===== config.mk =====
export PLATFORM = sky130hd
export DESIGN_NAME = vsar_top
export DESIGN_NICKNAME = d
export VERILOG_FILES = /design/src/rtl/vsar_pkg.sv /design/src/rtl/vsar_elem.sv /design/src/rtl/vsar_size_slice.sv /design/src/rtl/vsar_top.sv
export SDC_FILE = /design/constraint.sdc
export NUM_CORES = 2
export LEC_CHECK = 0
export BUFFER_PORTS_ARGS = -buffer_cell sky130_fd_sc_hd__buf_2
export CAP_MARGIN = 5
export CORE_MARGIN = 4
export CORE_UTILIZATION = 45
export DETAILED_ROUTE_END_ITERATION = 12
export PLACE_DENSITY_LB_ADDON = 0.3
export SETUP_SLACK_MARGIN = 0.1
export SKIP_LAST_GASP = 1
export SYNTH_ARGS = -nofsm -noshare
export SYNTH_HDL_FRONTEND = slang
export SYNTH_SLANG_ARGS = --single-unit

===== constraint.sdc =====
create_clock -name clk -period 5.5 [get_ports clk]
set_input_delay 1.1 -clock clk [delete_from_list [all_inputs] [get_ports clk]]
set_output_delay 1.1 -clock clk [all_outputs]
set_load 0.01 [all_outputs]

===== src/rtl/vsar_pkg.sv =====
// Package: shared element-size encoding for the vector shifter.
// Assumes a two-bit size code; width = 8 << code.
package vsar_pkg;
    typedef enum logic [1:0] {
        SZ_B8  = 2'b00,
        SZ_H16 = 2'b01,
        SZ_W32 = 2'b10,
        SZ_D64 = 2'b11
    } elem_size_e;

    localparam int unsigned NUM_SIZES = 4;
    localparam int unsigned LANE_W    = 64;
endpackage


===== src/rtl/vsar_elem.sv =====
// Module: one element's saturating arithmetic right shift with predicate merge.
// Assumes the count arrives zero-extended to 64 bits; EW is a power of two <= 64.
module vsar_elem #(
    parameter int unsigned EW = 8
) (
    input  logic [EW-1:0] data_i,
    input  logic [63:0]   cnt_i,
    input  logic          act_i,
    output logic [EW-1:0] res_o
);
    localparam int unsigned SW = (EW > 1) ? $clog2(EW) : 1;

    logic          sat;
    logic [EW-1:0] shifted;

    // Saturate counts at or above the element width to a pure sign fill.
    always_comb begin
        sat     = (cnt_i >= 64'(EW));
        shifted = $signed(data_i) >>> cnt_i[SW-1:0];
        if (sat) begin
            shifted = {EW{data_i[EW-1]}};
        end
        res_o = act_i ? shifted : data_i;
    end
endmodule


===== src/rtl/vsar_size_slice.sv =====
// Module: all elements of one element width across the vector.
// Assumes VW is a multiple of 64 and EW divides 64.
module vsar_size_slice #(
    parameter int unsigned VW = 128,
    parameter int unsigned EW = 8
) (
    input  logic [VW-1:0]   src_a_i,
    input  logic [VW-1:0]   src_b_i,
    input  logic [VW/8-1:0] pred_i,
    input  logic            wide_i,
    output logic [VW-1:0]   res_o
);
    localparam int unsigned NE = VW / EW;

    for (genvar e = 0; e < NE; e++) begin : g_elem
        localparam int unsigned LANE = (e * EW) / 64;
        localparam int unsigned PBIT = (e * EW) / 8;
        logic [63:0] cnt;

        // Pick the element's own count or its whole 64-bit lane.
        always_comb begin
            cnt = 64'(src_b_i[e*EW +: EW]);
            if (wide_i) begin
                cnt = src_b_i[LANE*64 +: 64];
            end
        end

        vsar_elem #(.EW(EW)) u_elem (
            .data_i (src_a_i[e*EW +: EW]),
            .cnt_i  (cnt),
            .act_i  (pred_i[PBIT]),
            .res_o  (res_o[e*EW +: EW])
        );
    end
endmodule


===== src/rtl/vsar_top.sv =====
// Module: predicated vector arithmetic right shifter, registered output.
// Assumes inputs are stable around the rising edge; reset is synchronous active-low.
module vsar_top #(
    parameter int unsigned VW = 128
) (
    input  logic            clk,
    input  logic            rst_n,
    input  logic            in_valid,
    input  logic [1:0]      size_sel,
    input  logic            wide_cnt,
    input  logic [VW-1:0]   src_a,
    input  logic [VW-1:0]   src_b,
    input  logic [VW/8-1:0] pred,
    output logic            out_valid,
    output logic [VW-1:0]   result,
    output logic            cfg_err
);
    import vsar_pkg::*;

    logic [VW-1:0] slice_res [NUM_SIZES];
    logic [VW-1:0] next_res;
    logic          illegal;

    for (genvar s = 0; s < NUM_SIZES; s++) begin : g_size
        vsar_size_slice #(.VW(VW), .EW(8 << s)) u_slice (
            .src_a_i (src_a),
            .src_b_i (src_b),
            .pred_i  (pred),
            .wide_i  (wide_cnt),
            .res_o   (slice_res[s])
        );
    end

    // Select the slice for the requested width; block the undefined combination.
    always_comb begin
        illegal  = wide_cnt && (elem_size_e'(size_sel) == SZ_D64);
        next_res = slice_res[size_sel];
        if (illegal) begin
            next_res = src_a;
        end
    end

    // Output register: load on valid, hold otherwise.
    always_ff @(posedge clk) begin
        if (!rst_n) begin
            out_valid <= 1'b0;
            result    <= '0;
            cfg_err   <= 1'b0;
        end else begin
            out_valid <= in_valid;
            if (in_valid) begin
                result  <= next_res;
                cfg_err <= illegal;
            end
        end
    end
endmodule


# Word-level counts from Yosys, hierarchy flattened
# Cells that the tools add are included.
dict set report classes {
  order_cmp 31
  n_shift 30
  n_reduce_logical 1
  n_eq_ne 1
  bitwise 1
  mux 92
}
# cell count
set ops {}
lappend ops {{64-bit two-way mux} 32}
lappend ops {{64-bit by 4-bit >= comparator with 1-bit output, second input constant} 16}
lappend ops {{64-bit by 5-bit >= comparator with 1-bit output, second input constant} 8}
lappend ops {{128-bit two-way mux} 3}
lappend ops {{128-bit binary-select mux with 2-bit select} 1}
lappend ops {{64-bit by 6-bit >= comparator with 1-bit output, second input constant} 4}
lappend ops {{16-bit two-way mux} 16}
lappend ops {{32-bit two-way mux} 8}
lappend ops {{8-bit two-way mux} 32}
lappend ops {{64-bit by 7-bit >= comparator with 1-bit output, second input constant} 2}
lappend ops {{16-bit by 4-bit >>> shifter with 16-bit output} 8}
lappend ops {{32-bit by 5-bit >>> shifter with 32-bit output} 4}
lappend ops {{64-bit by 6-bit >>> shifter with 64-bit output} 2}
lappend ops {{8-bit by 3-bit >>> shifter with 8-bit output} 16}
lappend ops {{3-bit >= comparator, second input constant} 1}
lappend ops {{2-bit inverter with 3-bit output} 1}
lappend ops {{2-bit equality test, second input constant} 1}
lappend ops {{1-bit logical AND} 1}
dict set report word_totals {
  reg_bits 130
  elab_cells 159
  input_bits 278
  out_inout_bits 130
}

# Logic depth before layout (Yosys ltp)
dict set report depth {
  word_depth 8
  mapped_depth 15
  ltp_nobuf 9
}

# Hierarchy
# From an unflattened synthesis, not the netlist that was laid out.
dict set report unflattened {
  hier_cells 6688
  area_unflattened_um2 53151.0
}
# mod area_each_um2 seq_area_each_um2 cells_each n_inst
set modules_own_cells {}
lappend modules_own_cells {{vsar_elem at g_size[3].u_slice.g_elem[0].u_elem ...} 6376.1 0.0 726 2}
lappend modules_own_cells {{vsar_elem at g_size[2].u_slice.g_elem[0].u_elem ...} 2482.4 0.0 314 4}
lappend modules_own_cells {vsar_top 8901.0 2602.5 1064 1}
lappend modules_own_cells {{vsar_elem at g_size[1].u_slice.g_elem[0].u_elem ...} 1058.5 0.0 157 8}
lappend modules_own_cells {{vsar_elem at g_size[0].u_slice.g_elem[0].u_elem ...} 469.2 0.0 66 16}
lappend modules_own_cells {{vsar_size_slice at g_size[0].u_slice} 2304.7 0.0 249 1}
lappend modules_own_cells {{vsar_size_slice at g_size[1].u_slice} 1848.0 0.0 213 1}
lappend modules_own_cells {{vsar_size_slice at g_size[2].u_slice} 1440.1 0.0 142 1}

# Worst setup path after synthesis
# No wires, ideal clock.
dict set report synth_path {
  kind {input to register}
  startpoint {input port wide_cnt}
  endpoint {register result[51]}
  required_ps 5379
  slack_ps 1193
  arrival_ps 4186
  setup_ps 121
  stages 10
  path_cell_list {buf_2 buf_2 mux2i_1 buf_2 mux2i_1 mux2i_1 mux4_2 a222oi_1 nand3b_1 nor4bb_1}
}
dict set report synth_between {
  elab_chain_len 8
}
# element line_no
set synth_lines {}
lappend synth_lines {{start: declaration} vsar_top.sv:10} ;# input logic wide_cnt,
lappend synth_lines {{64-bit two-way mux} vsar_size_slice.sv:23} ;# if (wide_i) begin
lappend synth_lines {{64-bit by 6-bit >= comparator with 1-bit output, or another cell as far along} vsar_elem.sv:18} ;# sat = (cnt_i >= 64'(EW));
lappend synth_lines {{32-bit two-way mux, or another cell as far along} vsar_elem.sv:20} ;# if (sat) begin
lappend synth_lines {{32-bit two-way mux, or another cell as far along} vsar_elem.sv:23} ;# res_o = act_i ? shifted : data_i;
lappend synth_lines {{128-bit binary-select mux with 2-bit select} vsar_top.sv:37} ;# next_res = slice_res[size_sel];
lappend synth_lines {{128-bit two-way mux (implied by the code) (2 in a row)} vsar_top.sv:37}
lappend synth_lines {{128-bit two-way mux (*)} vsar_top.sv:38} ;# if (illegal) begin
lappend synth_lines {{end signal: assignment} vsar_top.sv:52} ;# result <= next_res;
lappend synth_lines {{end: declaration} vsar_top.sv:15} ;# output logic [VW-1:0] result,
# Mark *: on every way between the ends. The rest lies on a longest branch, timed or not. The select of a mux whose other input is x is not followed.
# A chain may end at the register's enable or synchronous reset.

# Final worst setup path
dict set report layout_path {
  startpoint {input port src_b[83]}
  endpoint {register result[78]}
}
dict set report layout_between {
  elab_chain_len 8
}
# element line_no
set layout_lines {}
lappend layout_lines {{start: declaration} vsar_top.sv:12} ;# input logic [VW-1:0] src_b,
lappend layout_lines {{64-bit two-way mux} vsar_size_slice.sv:23}
lappend layout_lines {{64-bit by 6-bit >= comparator with 1-bit output, or another cell as far along} vsar_elem.sv:18}
lappend layout_lines {{32-bit two-way mux, or another cell as far along} vsar_elem.sv:20}
lappend layout_lines {{32-bit two-way mux, or another cell as far along} vsar_elem.sv:23}
lappend layout_lines {{128-bit binary-select mux with 2-bit select (*)} vsar_top.sv:37}
lappend layout_lines {{128-bit two-way mux (implied by the code) (*) (2 in a row)} vsar_top.sv:37}
lappend layout_lines {{128-bit two-way mux (*)} vsar_top.sv:38}
# Marks and branches as above.

==> out/qor.yml <==
global_route:
  grt_pass1_wl_um: 304000
  overflow: 0
  grt.total_usage_pct: 51.6
  grt_max_degree: 71
  grt_pass1_vias: 41682
  antenna_found_initial: 18
clock_network:
  cts.htree.levels: 4
  cts_sinks: 130
  clock_path_buffers: 2
  clk_pin_slew_ps: 70
  cts_buffers: 17
  cts_tree: "done"
  postCtsSetupRepairBufs: 0
  clock_latency_ps: 510
  postCtsHoldBufs: 0
  ctsResizeCount: 0
  root_buffer: "clkbuf_16"
timing:
  slew_headroom_pct: 14.7
  tns_ps: 0
  finClkSkew_ps: 0
  fin_crit_ps: 4870
  worst_slew_pin_slew_ps: 1270
  fmax_mhz: 205
  rsz0062_at_grt: "no"
  setup_viol: 0
  slew_violations: 0
  period_share_pct: 88.5
  layout_setup_ws_ps: 631
  hold_violations: 0
synthesis:
  synth_area_um2: 33900
  synth-edff-count: 0
  yosysWarningCount: 0
  synth_cell_types: 98
  ys_ff_latch: 130
  syn-num-nets: 5189
  syn_avg_cell_area_um2: 6.90
  async_flop_share_pct: 0
  synth_top_flop_cell: "dfxtp_1"
  ys_seq_area_share_pct: 7.68
  netlist_instances: 4911
status:
  status: "completed"
floorplanning:
  core_region_area_um2: 74600
  initial_core_util_pct: 45.4
  die_y_um: 282
  fp.dieArea_um2: 79800
  io_pins: 408
  rows: 100
  dieWidth_um: 282
route:
  avgRoutedWirePerCell_um: 35.9
  drc: 0
  ant_nets: 0
  first_iter_violations: 8774
  num_vias: 46089
  wirelength_um: 216000
  dr.pass1.iters: 11
  vias_per_cell: 7.65
layout:
  mostFrequentLayoutCells: "nand2_1, o21ai_0, mux2i_1, nor2_1, a21oi_1"
  nNetsFinal: 5306
  drive_gt1_share_pct: 21.0
  area_delta_synth_final_pct: 11.0
  fillers: 7716
  final_area_um2: 37600
  mostFrequentLayoutCell: "nand2_1"
  final_core_util_pct: 50.5
critical_path:
  required_ps: 5960
  crit_buf_inv: 2
  startpoint_type: "input port"
  critPathTopFamily: "simple AND/OR/NAND/NOR gates"
  slowest_delay_ps: 880
  critPathMaxFanout: 12
  cp-end-kind: "register"
  cp_cell_sequence: "buf_2, nor4_1, nand2_1, or4_1, nor3_4, nand2_1, a2111oi_0, buf_4, o22ai_1, nand2_1"
  crit_top_cell: "nand2_1"
  path_class: "in -> reg"
  slowest_stage: "or4_1"
  cp.arrival_ps: 5330
place:
  place_area_um2: 37100
  io_buffers: 407
  pre_cts_ws_ps: 474
  hpwlAfterDp_um: 161000
  gp_congestion: 1.12
power_and_ir_drop:
  irDropWorstVdd_v: 0.000200
  p_per_area_nw_per_um2: 163
  p_leak_nw: 15.0
hold_path:
  hold_class: "reg -> reg"
flow_run:
  cap_viol_max_count: 0
-- power by group --
| part | total [mW] | internal [mW] | switching [mW] |
|---|---|---|---|
| clock network | 1.17 | 0.582 | 0.584 |
| logic | 3.86 | 1.29 | 2.57 |
| registers | 1.11 | 1.02 | 0.0904 |
| total | 6.14 | 2.90 | 3.24 |
-- per-stage QoR --
step / hold slack (ps) / std cells / total power, mW
detailed placement: 444 / 5978 / 4.76
global placement: 434 / 5978 / 4.76
CTS: 458 / 6010 / 5.90
global route: 478 / 6010 / 6.27
finish: 452 / 6022 / 6.14
floorplan: 474 / 4911 / 3.34
-- worst paths after layout --
path | slack (ps) | to | depth (start not counted) | startpoint
setup / recovery | 630 | result[78]$_SDFFE_PN0P_ | 10 | src_b[83]
hold / removal | 450 | result[28]$_SDFFE_PN0P_ | 2 | result[28]$_SDFFE_PN0P_
setup reg to reg | 3790 | result[44]$_SDFFE_PN0P_ | 5 | result[44]$_SDFFE_PN0P_
hold reg to reg | 450 | result[28]$_SDFFE_PN0P_ | 2 | result[28]$_SDFFE_PN0P_
-- Yosys cell counts (24+ instances only) --
cell       count  area share, %
or3_1         43           0.79
o221ai_1      25           0.65
a21oi_1      405            6.0
mux4_2       204             14
mux2_2       112            3.7
mux2i_1      452             13
nand2_1      761            8.4
a21o_1        26           0.58
a221oi_1      30           0.78
nor3_1        97            1.4
o21a_1        36           0.80
a211oi_1      97            2.1
o21ai_0      460            6.8
a31oi_1       95            1.8
a2111oi_0     29           0.75
nand4_1       26           0.48
o22ai_1       26           0.48
clkbuf_1     433            4.8
nor2b_1       24           0.44
a22oi_1       37           0.82
dfxtp_1      130            7.7
buf_1         60           0.66
o31ai_1       46            1.0
nand3_1      151            2.2
a21boi_0      32           0.71
nor4_1        25           0.46
buf_2         42           0.62
and3_1        29           0.54
o211ai_1     115            2.5
and2_1        30           0.55
inv_1         59           0.65
nor2_1       417            4.6
-- cell families (layout without fill, tap and decap cells) --
logic type             count (synthesis)  after routing  synth area share (%)
muxes                                769            769                  30.7
other                                  0             12                     0
buffers and inverters                607            737                  6.93
AOI/OAI and AO/OA                   1723           1723                  32.9
DFF                                  130            130                  7.68
and+or+nand+nor                     1682           1682                  21.8
-- final cells by class --
type / instances / area, µm² / share of cell area (%)
diodes: 12 / 30.0 / 0.0798
inverters: 69 / 259 / 0.688
multi-input cells: 4174 / 29100 / 77.3
flip-flops and latches: 130 / 2600 / 6.92
repair buffers: 636 / 3900 / 10.4
well taps: 969 / 1210 / 3.22
clock inverters: 10 / 62.6 / 0.166
clock buffers: 22 / 454 / 1.21
-- worst register-to-register path: cells and delay by family (launching register included) --
kind             cells  cell delay [ps]
flip-flops           1              340
AND/OR/NAND/NOR      1               80
AO/OA/AOI/OAI        4             1170
-- sequential cells by signal (all words and copies together), names as in the netlist --
signal,flops
out_valid,1
cfg_err,1
result,128
-- per-layer routing --
| layer | wire length [µm] | track usage [%] |
|---|---|---|
| met1 | 80900 | 67.9 |
| met2 | 85000 | 71.1 |
| met3 | 35700 | 22.4 |
| met4 | 14300 | 27.3 |
| met5 | 99 | 0 |
(Power assumes the default switching activity.)
